$ cat config.mk
export PLATFORM = sky130hd
export DESIGN_NAME = padtest_ctrl
export DESIGN_NICKNAME = d
export VERILOG_FILES = /design/src/rtl/padtest_pkg.sv /design/src/rtl/padtest_unlock.sv /design/src/rtl/padtest_sync.sv /design/src/rtl/padtest_regs.sv /design/src/rtl/padtest_padmux.sv /design/src/rtl/padtest_ctrl.sv
export SDC_FILE = /design/constraint.sdc
export NUM_CORES = 1
export LEC_CHECK = 0
export ABC_AREA = 0
export BUFFER_PORTS_ARGS = -buffer_cell sky130_fd_sc_hd__buf_2
export CAP_MARGIN = 40
export CORE_ASPECT_RATIO = 1.25
export CORE_UTILIZATION = 46
export DETAILED_ROUTE_END_ITERATION = 8
export GPL_ROUTABILITY_DRIVEN = 0
export HOLD_SLACK_MARGIN = 0.02
export PLACE_DENSITY = 0.85
export SYNTH_ARGS = -nofsm -noshare
export SYNTH_HDL_FRONTEND = slang
export SYNTH_SLANG_ARGS = --single-unit
$ cat constraint.sdc
create_clock -name clk -period 1.7 [get_ports clk]
set_clock_uncertainty 0.1 [all_clocks]
set_input_delay 0.085 -clock clk [delete_from_list [all_inputs] [get_ports clk]]
set_output_delay 0.085 -clock clk [all_outputs]
set_load 0.02 [all_outputs]
$ cat src/rtl/padtest_pkg.sv
package padtest_pkg;
    localparam int unsigned BUS_DW     = 32;
    localparam int unsigned ADDR_KEY   = 0;
    localparam int unsigned ADDR_CTRL  = 1;
    localparam int unsigned ADDR_DATA0 = 4;
    localparam logic [BUS_DW-1:0] KEY_ARM   = 32'h0000_A5A5;
    localparam logic [BUS_DW-1:0] KEY_FIRE  = 32'h0000_5A5A;
    localparam logic [BUS_DW-1:0] KEY_CLEAR = 32'h0000_0000;

    typedef enum logic {
        SEQ_IDLE  = 1'b0,
        SEQ_ARMED = 1'b1
    } seq_e;
endpackage

$ cat src/rtl/padtest_unlock.sv
module padtest_unlock
    import padtest_pkg::*;
#(
    parameter int unsigned ADDR_W = 4
) (
    input  logic              clk,
    input  logic              rst_n,
    input  logic              wr_en,
    input  logic [ADDR_W-1:0] wr_addr,
    input  logic [BUS_DW-1:0] wr_data,
    output logic              mode_en
);
    localparam logic [ADDR_W-1:0] KEY_A = ADDR_W'(ADDR_KEY);

    typedef struct packed {
        seq_e seq;
        logic en;
    } unlock_t;

    unlock_t st_q, st_d;

    always_comb begin
        st_d = st_q;
        if (wr_en) begin
            if (wr_addr == KEY_A) begin
                if (wr_data == KEY_ARM) begin
                    st_d.seq = SEQ_ARMED;
                end else if (st_q.seq == SEQ_ARMED && wr_data == KEY_FIRE) begin
                    st_d.seq = SEQ_IDLE;
                    st_d.en  = 1'b1;
                end else begin
                    st_d.seq = SEQ_IDLE;
                    if (wr_data == KEY_CLEAR) begin
                        st_d.en = 1'b0;
                    end
                end
            end else begin
                st_d.seq = SEQ_IDLE;
            end
        end
    end

    always_ff @(posedge clk) begin
        if (!rst_n) begin
            st_q <= '{seq: SEQ_IDLE, en: 1'b0};
        end else begin
            st_q <= st_d;
        end
    end

    assign mode_en = st_q.en;
endmodule

$ cat src/rtl/padtest_sync.sv
module padtest_sync #(
    parameter int unsigned WIDTH  = 16,
    parameter int unsigned STAGES = 2
) (
    input  logic             clk,
    input  logic             rst_n,
    input  logic [WIDTH-1:0] din,
    output logic [WIDTH-1:0] dout
);
    typedef struct packed {
        logic [STAGES-1:0][WIDTH-1:0] pipe;
    } sync_t;

    sync_t st_q, st_d;

    always_comb begin
        st_d.pipe[0] = din;
        for (int i = 1; i < STAGES; i++) begin
            st_d.pipe[i] = st_q.pipe[i-1];
        end
    end

    always_ff @(posedge clk) begin
        if (!rst_n) begin
            st_q <= '0;
        end else begin
            st_q <= st_d;
        end
    end

    assign dout = st_q.pipe[STAGES-1];
endmodule

$ cat src/rtl/padtest_regs.sv
module padtest_regs
    import padtest_pkg::*;
#(
    parameter int unsigned ADDR_W   = 4,
    parameter int unsigned NUM_REGS = 4,
    parameter int unsigned REG_BITS = 4,
    localparam int unsigned NUM_PADS = NUM_REGS * REG_BITS
) (
    input  logic                clk,
    input  logic                rst_n,
    input  logic                wr_en,
    input  logic [ADDR_W-1:0]   addr,
    input  logic [BUS_DW-1:0]   wdata,
    input  logic                mode_en,
    input  logic [NUM_PADS-1:0] pad_sync,
    output logic [NUM_PADS-1:0] data_bits,
    output logic [NUM_REGS-1:0] grp_oe,
    output logic [BUS_DW-1:0]   rdata
);
    localparam logic [ADDR_W-1:0] KEY_A  = ADDR_W'(ADDR_KEY);
    localparam logic [ADDR_W-1:0] CTRL_A = ADDR_W'(ADDR_CTRL);

    typedef struct packed {
        logic [NUM_REGS-1:0][REG_BITS-1:0] dat;
        logic [NUM_REGS-1:0]               oe;
        logic [NUM_REGS-1:0]               rdsel;
    } regs_t;

    regs_t st_q, st_d;

    logic unused_wdata_hi;
    assign unused_wdata_hi = &{1'b0, wdata};

    always_comb begin
        st_d = st_q;
        if (wr_en) begin
            if (addr == CTRL_A) begin
                st_d.oe    = wdata[NUM_REGS-1:0];
                st_d.rdsel = wdata[2*NUM_REGS-1:NUM_REGS];
            end
            for (int n = 0; n < NUM_REGS; n++) begin
                if (addr == ADDR_W'(ADDR_DATA0 + n)) begin
                    st_d.dat[n] = wdata[REG_BITS-1:0];
                end
            end
        end
    end

    always_ff @(posedge clk) begin
        if (!rst_n) begin
            st_q <= '0;
        end else begin
            st_q <= st_d;
        end
    end

    always_comb begin
        rdata = '0;
        if (addr == KEY_A) begin
            rdata[0] = mode_en;
        end
        if (addr == CTRL_A) begin
            rdata[2*NUM_REGS-1:0] = {st_q.rdsel, st_q.oe};
        end
        for (int n = 0; n < NUM_REGS; n++) begin
            if (addr == ADDR_W'(ADDR_DATA0 + n)) begin
                rdata[REG_BITS-1:0] = st_q.rdsel[n] ? st_q.dat[n]
                                                    : pad_sync[n*REG_BITS +: REG_BITS];
            end
        end
    end

    assign data_bits = st_q.dat;
    assign grp_oe    = st_q.oe;
endmodule

$ cat src/rtl/padtest_padmux.sv
module padtest_padmux #(
    parameter int unsigned NUM_REGS = 4,
    parameter int unsigned REG_BITS = 4,
    localparam int unsigned NUM_PADS = NUM_REGS * REG_BITS
) (
    input  logic                mode_en,
    input  logic [NUM_PADS-1:0] data_bits,
    input  logic [NUM_REGS-1:0] grp_oe,
    input  logic [NUM_PADS-1:0] func_out,
    input  logic [NUM_PADS-1:0] func_oe,
    output logic [NUM_PADS-1:0] pad_out,
    output logic [NUM_PADS-1:0] pad_oe
);
    for (genvar p = 0; p < NUM_PADS; p++) begin : g_pad
        localparam int unsigned GRP = p / REG_BITS;
        assign pad_out[p] = mode_en ? ~data_bits[p] : func_out[p];
        assign pad_oe[p]  = mode_en ? grp_oe[GRP]   : func_oe[p];
    end
endmodule

$ cat src/rtl/padtest_ctrl.sv
module padtest_ctrl
    import padtest_pkg::*;
#(
    parameter int unsigned ADDR_W      = 4,
    parameter int unsigned NUM_REGS    = 4,
    parameter int unsigned REG_BITS    = 4,
    parameter int unsigned SYNC_STAGES = 2,
    localparam int unsigned NUM_PADS   = NUM_REGS * REG_BITS
) (
    input  logic                clk,
    input  logic                rst_n,
    input  logic [ADDR_W-1:0]   bus_addr,
    input  logic [BUS_DW-1:0]   bus_wdata,
    input  logic                bus_we,
    output logic [BUS_DW-1:0]   bus_rdata,
    input  logic [NUM_PADS-1:0] func_out,
    input  logic [NUM_PADS-1:0] func_oe,
    input  logic [NUM_PADS-1:0] pad_in,
    output logic [NUM_PADS-1:0] pad_out,
    output logic [NUM_PADS-1:0] pad_oe,
    output logic                test_mode
);
    logic                mode_en;
    logic [NUM_PADS-1:0] pad_sync;
    logic [NUM_PADS-1:0] data_bits;
    logic [NUM_REGS-1:0] grp_oe;

    padtest_unlock #(.ADDR_W(ADDR_W)) u_unlock (
        .clk     (clk),
        .rst_n   (rst_n),
        .wr_en   (bus_we),
        .wr_addr (bus_addr),
        .wr_data (bus_wdata),
        .mode_en (mode_en)
    );

    padtest_sync #(.WIDTH(NUM_PADS), .STAGES(SYNC_STAGES)) u_sync (
        .clk   (clk),
        .rst_n (rst_n),
        .din   (pad_in),
        .dout  (pad_sync)
    );

    padtest_regs #(.ADDR_W(ADDR_W), .NUM_REGS(NUM_REGS), .REG_BITS(REG_BITS)) u_regs (
        .clk       (clk),
        .rst_n     (rst_n),
        .wr_en     (bus_we),
        .addr      (bus_addr),
        .wdata     (bus_wdata),
        .mode_en   (mode_en),
        .pad_sync  (pad_sync),
        .data_bits (data_bits),
        .grp_oe    (grp_oe),
        .rdata     (bus_rdata)
    );

    padtest_padmux #(.NUM_REGS(NUM_REGS), .REG_BITS(REG_BITS)) u_mux (
        .mode_en   (mode_en),
        .data_bits (data_bits),
        .grp_oe    (grp_oe),
        .func_out  (func_out),
        .func_oe   (func_oe),
        .pad_out   (pad_out),
        .pad_oe    (pad_oe)
    );

    assign test_mode = mode_en;
endmodule

== After elaboration in Yosys (flattened, before gate mapping) ==
Cells that the tools add are included.

* Register bits: 58
* Input port bits: 87
* Output and inout port bits: 65
* Logic and storage cells: 90

* Equality and inequality tests: 7
* Multiplexer cells: 46
* Bitwise gates (word level): 17
* Reductions and logical operators: 10

{| class="wikitable"
|+ Operator list
! cell !! number
|-
| 2-to-1 mux 1 bit || 37
|-
| == test 32 x 15 -> 1 bit, second input constant || 1
|-
| == test 32 x 16 -> 1 bit, second input constant || 1
|-
| zero test 32 bit || 1
|-
| 2-to-1 mux 4 bit || 8
|-
| NOT 1 bit || 17
|-
| == test 4 x 3 -> 1 bit, second input constant || 4
|-
| AND reduction 2 bit || 5
|-
| 2-to-1 mux 8 bit || 1
|-
| == test 4 x 1 -> 1 bit, second input constant || 1
|-
| zero test 4 bit || 1
|-
| AND reduction 4 bit || 1
|-
| nonzero test 2 bit || 1
|-
| logical AND 1 bit || 1
|}

== Depth between registers and ports, before layout ==
* Depth in word-level cells: 7
* Gate-level depth with buffers: 6

== Cells and area by module ==
A second synthesis with hierarchy kept.

* Cells, all modules: 382
* Area, all modules: 3310.7 sq um

{| class="wikitable"
|+ By module, submodules not included
! module !! times used !! cells an instance !! area an instance (sq um) !! sequential area each (sq um)
|-
| padtest_regs || 1 || 214 || 1765.4 || 480.5
|-
| padtest_sync || 1 || 67 || 895.9 || 640.6
|-
| padtest_padmux || 1 || 72 || 424.2 || 0.0
|-
| padtest_unlock || 1 || 29 || 225.2 || 40.0
|}

== Least setup slack after synthesis ==
OpenSTA, ideal clock, no wires.

* Kind: register -> output
* Start point: register u_unlock.st_q (netlist bit u_unlock.mode_en)
* End point: output pad_out[0]
* Arrival time: 1.566 ns
* Setup slack: -0.051 ns
* Stages on the path, launching flop included: 4
* Path buffers: 2
* Cells stage by stage: dfxtp_1 -> clkbuf_1 -> clkbuf_1 -> mux2i_1

* Longest elaborated chain between the ends: 1

{| class="wikitable"
|+ Ends and longest elaborated chain
! item !! RTL line !! RTL
|-
| from (decl) || padtest_unlock.sv:20 || <nowiki>unlock_t st_q, st_d;</nowiki>
|-
| from (signal assigned) || padtest_unlock.sv:45 || <nowiki>st_q <= '{seq: SEQ_IDLE, en: 1'b0};</nowiki>
|-
| from (signal assigned) || padtest_unlock.sv:47 || <nowiki>st_q <= st_d;</nowiki>
|-
| 2-to-1 mux 1 bit || padtest_padmux.sv:16 || <nowiki>assign pad_out[p] = mode_en ? ~data_bits[p] : func_out[p];</nowiki>
|-
| to (decl) || padtest_ctrl.sv:19 || <nowiki>output logic [NUM_PADS-1:0] pad_out,</nowiki>
|}

No other way between the ends.

== Worst setup path after layout ==
* Start point: register u_regs.st_q[2] (netlist bit)
* End point: output bus_rdata[2]

* Longest elaborated chain between the ends: 3

{| class="wikitable"
|+ Ends and longest elaborated chain
! item !! RTL line !! RTL
|-
| from (decl) || padtest_regs.sv:29 || <nowiki>regs_t st_q, st_d;</nowiki>
|-
| from (signal assigned) || padtest_regs.sv:53 || <nowiki>st_q <= st_d;</nowiki>
|-
| 2-to-1 mux 4 bit || padtest_regs.sv:67 || <nowiki>rdata[REG_BITS-1:0] = st_q.rdsel[n] ? st_q.dat[n]</nowiki>
|-
| 2-to-1 mux 4 bit (2 in series) || padtest_regs.sv:66 || <nowiki>if (addr == ADDR_W'(ADDR_DATA0 + n)) begin</nowiki>
|-
| to (decl) || padtest_ctrl.sv:15 || <nowiki>output logic [BUS_DW-1:0] bus_rdata,</nowiki>
|}

No other way between the ends.

==> metrics.md <==
| Metric | Value |
|---|---|
| Final Util | 0.6579 |
| First-pass detailed-route iteration total | 4 |
| Number of global-route vias before repair | roughly 2,600 |
| Yosys cell types | 34 |
| RSZ-0062 raised after global routing | true |
| Pwr dens | around 800 nW/um^2 |
| First-pass GRT wire length | 11,430 um |
| Synth area leader | dfxtp_1 |
| Largest stage delay, worst path | 0.39 ns |
| Fin nets | 582 |
| Num CTS Buffers | 9 |
| Site Rows | 32 |
| Setup violations, final | 4 |
| Hold Vio Cnt, Final | 0 |
| Root Driver | clkbuf_8 |
| Minimum clock period | 1.775 ns |
| Synthesis Warnings | 0 |
| Routed WL | 7739 um |
| Clock slew at reported path FFs | approximately 0.070 ns |
| Die Width | 74.37 um |
| Pre-CTS WS | 0.1256 ns |
| Share of cells above drive strength 1 | 0.3360 |
| Largest net degree at the start of global routing | 31 |
| Tcrit/Tclk final | 1.044 |
| Status | finished, violations left |
| Mapped Area | 3012 um^2 |
| Total Neg Setup Slack | -0.1953 ns |
| Synth Area in XOR/XNOR | 0 |
| GRT overflow | 0 |
| Non-Filler Instances | roughly 590 |
| Worst Path Buf+Inv | 1 |
| # IOs | 152 |
| CP arrival | about 1.6 ns |
| Combinational family with the most area after synthesis | simple AND/OR/NAND/NOR gates |
| FMAX | 563.3 MHz |
| Sink Count | just under 60 |
| Min-delay worst type | in -> reg |
| Placed insts | 545 |
| Clk_lat worst skew | 0.32 ns |
| Die Height | around 92 um |
| Critical path fanouts, max | 6 |
| CTS tree | built |
| Peak VDD IR | 0.0006161 V |
| Relative slew slack | 0.6552 |
| #FFs+latches synth | 58 |
| Crit path kind | reg -> out |
| Initial core utilization | 0.4822 |
| Slew @ Worst Pin | 0.5151 ns |
| Initial antenna violation count | 0 |
| Top delay family on crit path | flip-flops |
| LEAKAGE | 1.849 nW |
| Worst path most repeated cell | o211ai_1 |
| CTS max path bufs | 2 |
| Crit path required time | 1.51 ns |
| Area delta synth->final | 36.44% |
| CP Cell Sequence | mux2_2, o211ai_1, o211ai_1, buf_2 |
| Synth Area in Compound Gates | 0.1022 |
| Startpoint Class | flop |
| Iteration-0 DRC Markers | 160 |
| DRC | 0 |
| Slowest cell on the critical path | dfxtp_4 |
| Crit path capture type | output port |
| Post-synthesis adder-cell area fraction | 0 |
| Core area | 6246 um^2 |
| Post-synthesis mux area share | 0.1359 |
| Design area | 4109 um^2 |
| Violated checks | setup timing |
| Post-synthesis simple-gate area fraction | 0.2397 |
| Vias per cell | roughly 4.9 |
| Total GRT Usage | 0.2236 |
| Placed cell areas | 3616 um^2 |
| DRT antenna net count | 0 |
| Final WS setup | -0.07518 ns |
| Port Buf Inserts | 127 |
| Die area | slightly below 7000 um^2 |
| Slew Viols, Final | 0 |
| Synth top area cells | dfxtp_1 39%, mux2i_1 11%, and2_1 7.5% |
| # H-tree levels | 3 |
| Sequential fraction of the synthesis area | 0.3855 |
| Mapped Cells | between 300 and 400 |
| Dpl hpwl | between 5000 and 6000 um |
| Number of max-cap violations | 0 |
| Yosys top cell area share | 0.3855 |
| Routed wire length per instance | 13.23 um |
| Mean Syn Cell Area | ~8.7 um^2 |
| Via count | 2,852 |
| # diodes | 0 |
-- sequential cells by signal (all words and copies together), names as in the netlist --
signal            flops
u_regs.grp_oe         4
u_unlock.mode_en      1
u_sync.st_d          16
u_sync.dout          16
u_unlock.st_q         1
u_regs.st_q           4
u_regs.data_bits     16
-- timing repair --
item,in CTS,in global routing
endpoints found under the hold margin,25,0
pin swaps,3,3
hold buffers,24,0
resized for setup,8,3
buffers inserted,0,0
setup endpoints to repair,4,25
-- cell families (layout without fill, tap and decap cells) --
kind of cell / count (synthesis) / count (layout)
flops: 58 / 58
other cells: 1 / 24
mux: 40 / 40
buf+inv: 77 / 207
simple gates: 124 / 124
compound gates: 47 / 47
-- where the power goes --
part / internal, mW / switching (mW) / total [mW] / leakage [nW]
Clock: 0.860 / 0.517 / 1.38 / 0.109
Combinational: 0.214 / 0.266 / 0.479 / 1.26
Sequential: 1.40 / 0.0167 / 1.42 / 0.477
-- synthesized netlist by cell type, drive strengths merged --
| library cell | instances |
|---|---|
| mux2 | 7 |
| and3 | 1 |
| conb | 1 |
| nand4bb | 1 |
| mux2i | 33 |
| nor2 | 3 |
| nor4 | 9 |
| dfxtp | 58 |
| o21a | 1 |
| nand2 | 33 |
| o21ai | 18 |
| inv | 32 |
| a22oi | 3 |
| nor4b | 3 |
| and4bb | 1 |
| and2 | 36 |
| nand3b | 1 |
| buf | 29 |
| nand3 | 16 |
| a21boi | 16 |
| a21oi | 1 |
| nor3 | 3 |
| and3b | 2 |
| o2bb2ai | 1 |
| o211ai | 6 |
| nor2b | 9 |
| nand4 | 5 |
| or2 | 1 |
| a311oi | 1 |
| clkbuf | 16 |
-- per-stage QoR --
step	power, mW	hold slack, ns
6_report	3.273	0.05353
5_1_grt	3.414	0.04429
4_1_cts	3.290	0.03458
3_5_place_dp	1.875	0.1940
3_3_place_gp	1.866	0.1905
2_1_floorplan	1.728	0.1067
-- layer usage --
layer	track usage	part of all wire	wire length (um)
met5	0	0	0
met4	0.1148	0.021	165
met3	0.06420	0.086	664
met2	0.4039	0.50	3899
met1	0.2247	0.39	3010
-- worst reg2reg max path, stage by stage (launching register included) --
cell,delay (ns)
dfxtp_1,0.38
buf_8,0.23
nand2_1,0.08
o2bb2ai_1,0.17
-- cells in the final DEF (no fill, tap or decap), drive strengths merged, types with 16 or more instances in the layout --
master / n
buf: 135
dfxtp: 58
and2: 36
nand2: 33
mux2i: 33
inv: 32
conb: 24
dlygate4sd3: 24
o21ai: 18
nand3: 16
a21boi: 16
-- path summary, 6_finish.rpt --
path | from | endpoint | slack [ns] | cells past startpoint
hold / removal | rst_n | u_unlock.st_q[1] | 0.05 | 2
setup reg to reg | u_unlock.mode_en | u_unlock.mode_en | 0.67 | 3
setup / recovery | u_regs.st_q[2] | bus_rdata[2] | -0.08 | 4
hold reg to reg | u_sync.st_d[17] | u_sync.dout[1] | 0.33 | 1
-- final cells by class --
type	count	area (um^2)
inverters	32	120.1
clock buffers	11	141.4
fillers	524	2137
flip-flops and latches	58	1170
multi-input cells	235	1548
repair buffers	159	945.9
well taps	85	106.4
clock inverters	5	77.57
(Power assumes the default switching activity.)
